`src/rtl/hzd_pkg.sv`:
```
// Package: shared types for the load-use stall unit.
// Assumes: consumers treat the fields as active-high controls.
package hzd_pkg;

    // Front-end control produced by the stall unit
    typedef struct packed {
        logic pc_we;     // program counter may advance
        logic ifid_we;   // fetch/decode register may load
        logic bubble;    // zero the control bundle entering execute
    } hzd_ctrl_t;

    // Control word when the pipeline flows freely
    localparam hzd_ctrl_t HZD_FLOW  = '{pc_we: 1'b1, ifid_we: 1'b1, bubble: 1'b0};
    // Control word when the front end must hold one cycle
    localparam hzd_ctrl_t HZD_HOLD  = '{pc_we: 1'b0, ifid_we: 1'b0, bubble: 1'b1};

endpackage

```
`src/rtl/hzd_src_cmp.sv`:
```
// Module: compares one decode source number with the execute destination.
// Assumes: register 0 is hard-wired to zero when ZERO_REG_FIXED is 1, so a
// write to it is never a real dependency.
module hzd_src_cmp #(
    parameter int AW             = 5,
    parameter bit ZERO_REG_FIXED = 1'b1
) (
    input  logic [AW-1:0] src,
    input  logic [AW-1:0] dst,
    output logic          hit
);

    logic same;

    // Equality of the two register numbers
    always_comb same = (src == dst);

    generate
        if (ZERO_REG_FIXED) begin : g_zero_fixed
            // Writes to register 0 carry no data, so they never count
            always_comb hit = same && (dst != '0);
        end else begin : g_zero_plain
            // Every register is real, so plain equality decides
            always_comb hit = same;
        end
    endgenerate

endmodule

```
`src/rtl/hzd_detect.sv`:
```
// Module: finds a load-use dependency across all decode sources.
// Assumes: mem_rd marks a load in execute; the other execute-stage producers
// are covered by forwarding and never need a stall.
module hzd_detect #(
    parameter int AW   = 5,
    parameter int NSRC = 2
) (
    input  logic [NSRC-1:0][AW-1:0] srcs,
    input  logic [AW-1:0]           dst,
    input  logic                    mem_rd,
    output logic                    hazard
);

    logic [NSRC-1:0] hits;

    generate
        for (genvar i = 0; i < NSRC; i++) begin : g_src
            hzd_src_cmp #(.AW(AW), .ZERO_REG_FIXED(1'b1)) u_cmp (
                .src (srcs[i]),
                .dst (dst),
                .hit (hits[i])
            );
        end
    endgenerate

    // A stall is needed only when a load produces a register that is read
    always_comb hazard = mem_rd && (|hits);

endmodule

```
`src/rtl/hzd_ctrl_gen.sv`:
```
// Module: turns the hazard flag into the front-end control word.
// Assumes: one hold cycle is enough because the load leaves execute on the
// next edge and a bubble takes its place.
module hzd_ctrl_gen
    import hzd_pkg::*;
(
    input  logic      hazard,
    output hzd_ctrl_t ctl
);

    // Choose between the freeze word and the free-flow word
    always_comb ctl = hazard ? HZD_HOLD : HZD_FLOW;

endmodule

```
`src/rtl/hzd_load_use_unit.sv`:
```
// Module: top of the load-use stall unit in the decode stage.
// Purpose: holds the PC and the fetch/decode register and requests a zeroed
// control bundle whenever decode reads a register that a load in execute
// has not yet returned.
// Assumes: the datapath applies ctrl_bubble_sel at the input of the execute
// register, and forwarding covers every other dependency. The unit is
// combinational and holds no state.
module hzd_load_use_unit
    import hzd_pkg::*;
#(
    parameter int AW = 5
) (
    input  logic [AW-1:0] dec_src_a,
    input  logic [AW-1:0] dec_src_b,
    input  logic [AW-1:0] exe_dst,
    input  logic          exe_mem_rd,
    output logic          pc_wr_en,
    output logic          ifid_wr_en,
    output logic          ctrl_bubble_sel
);

    localparam int NSRC = 2;

    logic [NSRC-1:0][AW-1:0] srcs;
    logic                    hazard;
    hzd_ctrl_t               ctl;

    // Gather the decode source numbers into one vector
    always_comb srcs = {dec_src_b, dec_src_a};

    hzd_detect #(.AW(AW), .NSRC(NSRC)) u_detect (
        .srcs   (srcs),
        .dst    (exe_dst),
        .mem_rd (exe_mem_rd),
        .hazard (hazard)
    );

    hzd_ctrl_gen u_ctrl (
        .hazard (hazard),
        .ctl    (ctl)
    );

    // Drive the three front-end controls from the control word
    always_comb begin
        pc_wr_en        = ctl.pc_we;
        ifid_wr_en      = ctl.ifid_we;
        ctrl_bubble_sel = ctl.bubble;
    end

endmodule

```
`config.mk`:
```
export PLATFORM = sky130hd
export DESIGN_NAME = hzd_load_use_unit
export DESIGN_NICKNAME = d
export VERILOG_FILES = /design/src/rtl/hzd_pkg.sv /design/src/rtl/hzd_src_cmp.sv /design/src/rtl/hzd_detect.sv /design/src/rtl/hzd_ctrl_gen.sv /design/src/rtl/hzd_load_use_unit.sv
export SDC_FILE = /design/constraint.sdc
export NUM_CORES = 1
export LEC_CHECK = 0
export ABC_AREA = 0
export BUFFER_PORTS_ARGS = -buffer_cell sky130_fd_sc_hd__buf_2
export CAP_MARGIN = 20
export CORE_AREA = 2 2 39 41
export DETAILED_ROUTE_END_ITERATION = 16
export DIE_AREA = 0 0 41 43
export PLACE_DENSITY = 0.37
export SLEW_MARGIN = 40
export SYNTH_ARGS = -nofsm -noshare
export SYNTH_HDL_FRONTEND = slang
export SYNTH_SLANG_ARGS = --single-unit
```
`constraint.sdc`:
```
create_clock -name vclk -period 2.4
set_input_delay 0.24 -clock vclk [all_inputs]
set_output_delay 0.24 -clock vclk [all_outputs]
set_load 0.05 [all_outputs]
```
==> metrics.txt, run 1 <==
Max FO, Critical Path 3; clkbuf count 0; largest family of logic cells by synthesized area XOR/XNOR gates; Yosys cell types 8; RSZ-0062 raised after global routing false; first-pass GRT wire length roughly 680 µm; power consumption 47.4 µW; Final GP Congestion 0.580; setup TNS 0 ns; die height 43 µm; Crit path largest cell delay 0.53 ns; via count 200; Area growth, synth to finish 72.9%; Tot GR Track Use 5.29%; Max Clock Freq around 610 MHz; GRT Residual Overflow 0; final sequential cell count 0; status finished clean; core area about 1400 µm²; simple-gate share of the synthesized area 19.5%; register area share after synthesis 0%; diodes inserted 0; Startpoint Class input port; vias in the first global route 183; Fin. Hold Viols 0; hold_ws a little under 0.9 ns; Final min period approximately 1.6 ns; Layout fillers 163; Hold Path Depth 3; cell chain of the critical path buf_2 -> or4_4 -> o211ai_1 -> buf_2; largest net degree at the start of global routing 5; post-synthesis mux area share 0%; Power per Cell Area 186 nW/µm²; Mean Syn Cell Area 7.77 µm²; Mapped Nets 35; antenna violations before repair 0; Die X 41 µm; setup violators final 0; DRT antenna net count 0; Port Buf Inserts 19; DRC viols 0; Initial Util about a tenth; Crit Path Category in2out; crit path DAT 1.39 ns; Starting DRT DRC Count 3; Worst VDD drop 48.1 µV; Post-Synth Adder-Cell Area 0%; Initial DRT Pass Iterations 4; Die Footprint about 1800 µm²; Max Cap Viol 0; IO Pins 19; HP Class in2out; Data required, critical path between 2 and 2.5 ns; Netlist Area Pre-Place between 100 and 150 µm²; Critical Path Slowest Stage Cell or4_4; fraction of the mapped netlist area in compound gates between 10% and 20%; slew margin rel. 83.4%; postcts setup bufs 0; synth warn 0; Crit. End Element primary output; period utilization about two thirds; Final Max Tran Viols 0; Synth Area in XOR/XNOR between 50% and 60%; Post-Synthesis Cells 19; share of layout cells above drive strength 1 between 50% and 60%; DR vias/cell 3.77; Post-CTS Resized 0; FP Rows 14; Hold Path End ifid_wr_en; register area 0 µm²; nets@finish 55; leakage ~0.00011 µW; routed wire length 440 µm; Routed WL per cell 8.30 µm; hold_sp exe_mem_rd; worst slew pin tran 0.251 ns; most frequent CP cell buf_2; Hold Buf Count CTS 0
==> critical path: cells and delay by family <==
family	cells	cell delay [ns]
simple gates	1	0.53
buf+inv	2	0.42
compound gates	1	0.20
==> cells in the mapped netlist, drive strengths merged <==
cell	n	area share [%]
o211ai	1	5.1
o211a	1	6.8
o22ai	1	4.2
xnor2	10	59
nand2	2	5.1
nand3	2	6.8
or4	1	7.6
buf	1	5.1
==> power breakdown <==
part,total [µW],switching (µW),internal (µW)
clock network,0,0,0
logic,47.4,22.8,24.6
registers,0,0,0
==> how the worst max path moves through the flow <==
stage | end | slack, ns | cells past startpoint | start
final | pc_wr_en | 0.77 | 4 | exe_dst[0]
after detailed placement | pc_wr_en | 0.75 | 4 | exe_dst[0]
after floorplan | pc_wr_en | 0.22 | 3 | exe_dst[0]
after CTS | pc_wr_en | 0.75 | 4 | exe_dst[0]
after global placement | ifid_wr_en | 0.75 | 4 | exe_dst[0]
after global routing | pc_wr_en | 0.67 | 4 | exe_dst[0]
==> through the flow <==
step | worst slack (ns) | cell area [µm²] | std cells | utilization [%]
CTS | 0.746 | 255 | 53 | 18.4
detailed placement | 0.746 | 255 | 53 | 18.4
finish | 0.765 | 255 | 53 | 18.4
floorplan | 0.217 | 148 | 19 | -
global placement | 0.753 | 255 | 53 | 18.4
global route | 0.666 | 255 | 53 | 18.4
==> layout make-up <==
cell class,instances,area (µm²),share of cell area (%)
multi-input cells,18,140,54.9
repair buffers,19,95.1,37.3
well taps,16,20.0,7.84
==> layer usage <==
| layer | wire (µm) | global-route usage [%] |
|---|---|---|
| met1 | 180 | 7.28 |
| met2 | 192 | 9.06 |
| met3 | 67 | 0.524 |
| met4 | 0 | 0 |
| met5 | 0 | 0 |
==> kinds of logic after synthesis <==
kind of cell	after synthesis
buffers and inverters	1
xor gates and xnor gates	10
AOI/OAI and AO/OA	3
and+or+nand+nor	5
==> cells in the final DEF (no fill, tap or decap) <==
cell type,netlist,layout
o211a_1,1,1
xnor2_1,10,10
nand2_1,2,2
buf_2,0,19
nand3_1,2,2
o211ai_1,1,1
o22ai_1,1,1
or4_4,1,1
No activity file was read; power rests on OpenSTA's default activity.
==> run 2, diff against run 1 <==
==> constraint.sdc (replaced) <==
create_clock -name vclk -period 1.6
set_input_delay 0.16 -clock vclk [all_inputs]
set_output_delay 0.16 -clock vclk [all_outputs]
set_load 0.05 [all_outputs]
==> run 2 against run 1 <==
Compared with the run above: non-clock buffer count unchanged; design area unchanged; die area unchanged; worst setup slack worse by 0.64 ns; clock-buffer cell count unchanged; highest routed layer unchanged.
==> metrics.txt, run 2 (synthesis results as in run 1) <==
Fin. Hold Viols 0; most frequent CP cell buf_2; antenna violations before repair 0; final sequential cell count 0; nets@finish 55; Area growth, synth to finish 72.9%; non-filler cells, final 53; Starting DRT DRC Count 3; Crit path largest cell delay 0.53 ns; GRT Residual Overflow 0; Crit Path Category in2out; HP Class in2out; IO Pins 19; Clk pwr share 0%; register area 0 µm²; diodes inserted 0; Max Cap Viol 0; Initial Util 10.7%; hold_sp exe_mem_rd; cell internal pwr 36.9 µW; Final GP Congestion 0.573; RSZ-0062 raised after global routing false; Tot GR Track Use 5.09%; slew margin rel. a little over four fifths; Data required, critical path between 1 and 1.5 ns; postcts setup bufs 0; DR vias/cell 3.51; Post-CTS Resized 0; Die Footprint 1760 µm²; Initial DRT Pass Iterations 4; switch share 47.8%; Routed WL per cell 7.55 µm; Die X 41 µm; via count 186; most frequent cells in the layout buf_2 (19), xnor2_1 (10), nand3_1 (2), nand2_1 (2); Final Util 18.4%; crit path DAT around 1.3 ns; die height about 43 µm; routed wire length 400 µm; core area 1380 µm²; Sequential Power Share 0%; setup violators final 0; Startpoint Class input port; net switching power around 34 µW; Worst VDD drop 61.6 µV; leakage 0.000115 µW; most common cell after layout, fill and taps aside buf_2; worst setup path startpoint exe_dst[0]; Max FO, Critical Path 3; Critical Path Slowest Stage Cell or4_4; Final Max Tran Viols 0; DRC viols 0; status finished clean; period utilization 92.3%; largest net degree at the start of global routing 5; Crit. End Element primary output; first-pass GRT wire length 669 µm; FP Rows 14; DRT antenna net count 0; Cells after DPL 53; cell chain of the critical path buf_2 -> or4_4 -> o211ai_1 -> buf_2; Power per Cell Area about 280 nW/µm²; setup TNS 0 ns; Combinational Power Share 100.0%; worst slew pin tran 0.253 ns; vias in the first global route 181; Hold Buf Count CTS 0; Max Clock Freq 677 MHz; clkbuf count 0; Final min period 1.48 ns; Port Buf Inserts 19; share of layout cells above drive strength 1 54.1%
run 2: power groups by stage:
stage          clock (µW)  combinational [µW]  sequential, µW
2_1_floorplan           0                40.9               0
3_3_place_gp            0                73.3               0
3_5_place_dp            0                72.2               0
4_1_cts                 0                72.3               0
5_1_grt                 0                77.7               0
6_report                0                70.7               0
run 2: path summary, 6_finish.rpt:
kind | cells past startpoint | slack [ns] | to
max | 4 | 0.12 | pc_wr_en
min | 3 | 0.72 | ifid_wr_en
run 2: stage by stage:
| step | power (µW) | hold slack, ns | setup slack [ns] | area, µm² |
|---|---|---|---|---|
| floorplan | 40.9 | 0.579 | -0.423 | 148 |
| global placement | 73.3 | 0.720 | 0.117 | 255 |
| detailed placement | 72.2 | 0.728 | 0.106 | 255 |
| CTS | 72.3 | 0.729 | 0.106 | 255 |
| global route | 77.7 | 0.752 | 0.0255 | 255 |
| finish | 70.7 | 0.720 | 0.123 | 255 |
run 2: worst max-delay path: cells and delay by family:
family	cells	cell delay [ns]
simple gates	1	0.53
buf+inv	2	0.42
compound gates	1	0.21
run 2: metal layers:
metal	track usage [%]	vias to the layer above	wire length, µm	share of wire (%)
met5	0	-	0	0
met4	0	0	0	0
met3	0	0	62	16
met2	8.13	19	163	41
met1	7.91	65	174	44
li1	-	102	-	-
run 2: area by class of cell:
| cell class | instances | area [µm²] |
|---|---|---|
| timing repair buffer | 19 | 95.1 |
| fill | 160 | 1130 |
| multi-input combinational | 18 | 140 |
| tap | 16 | 20.0 |
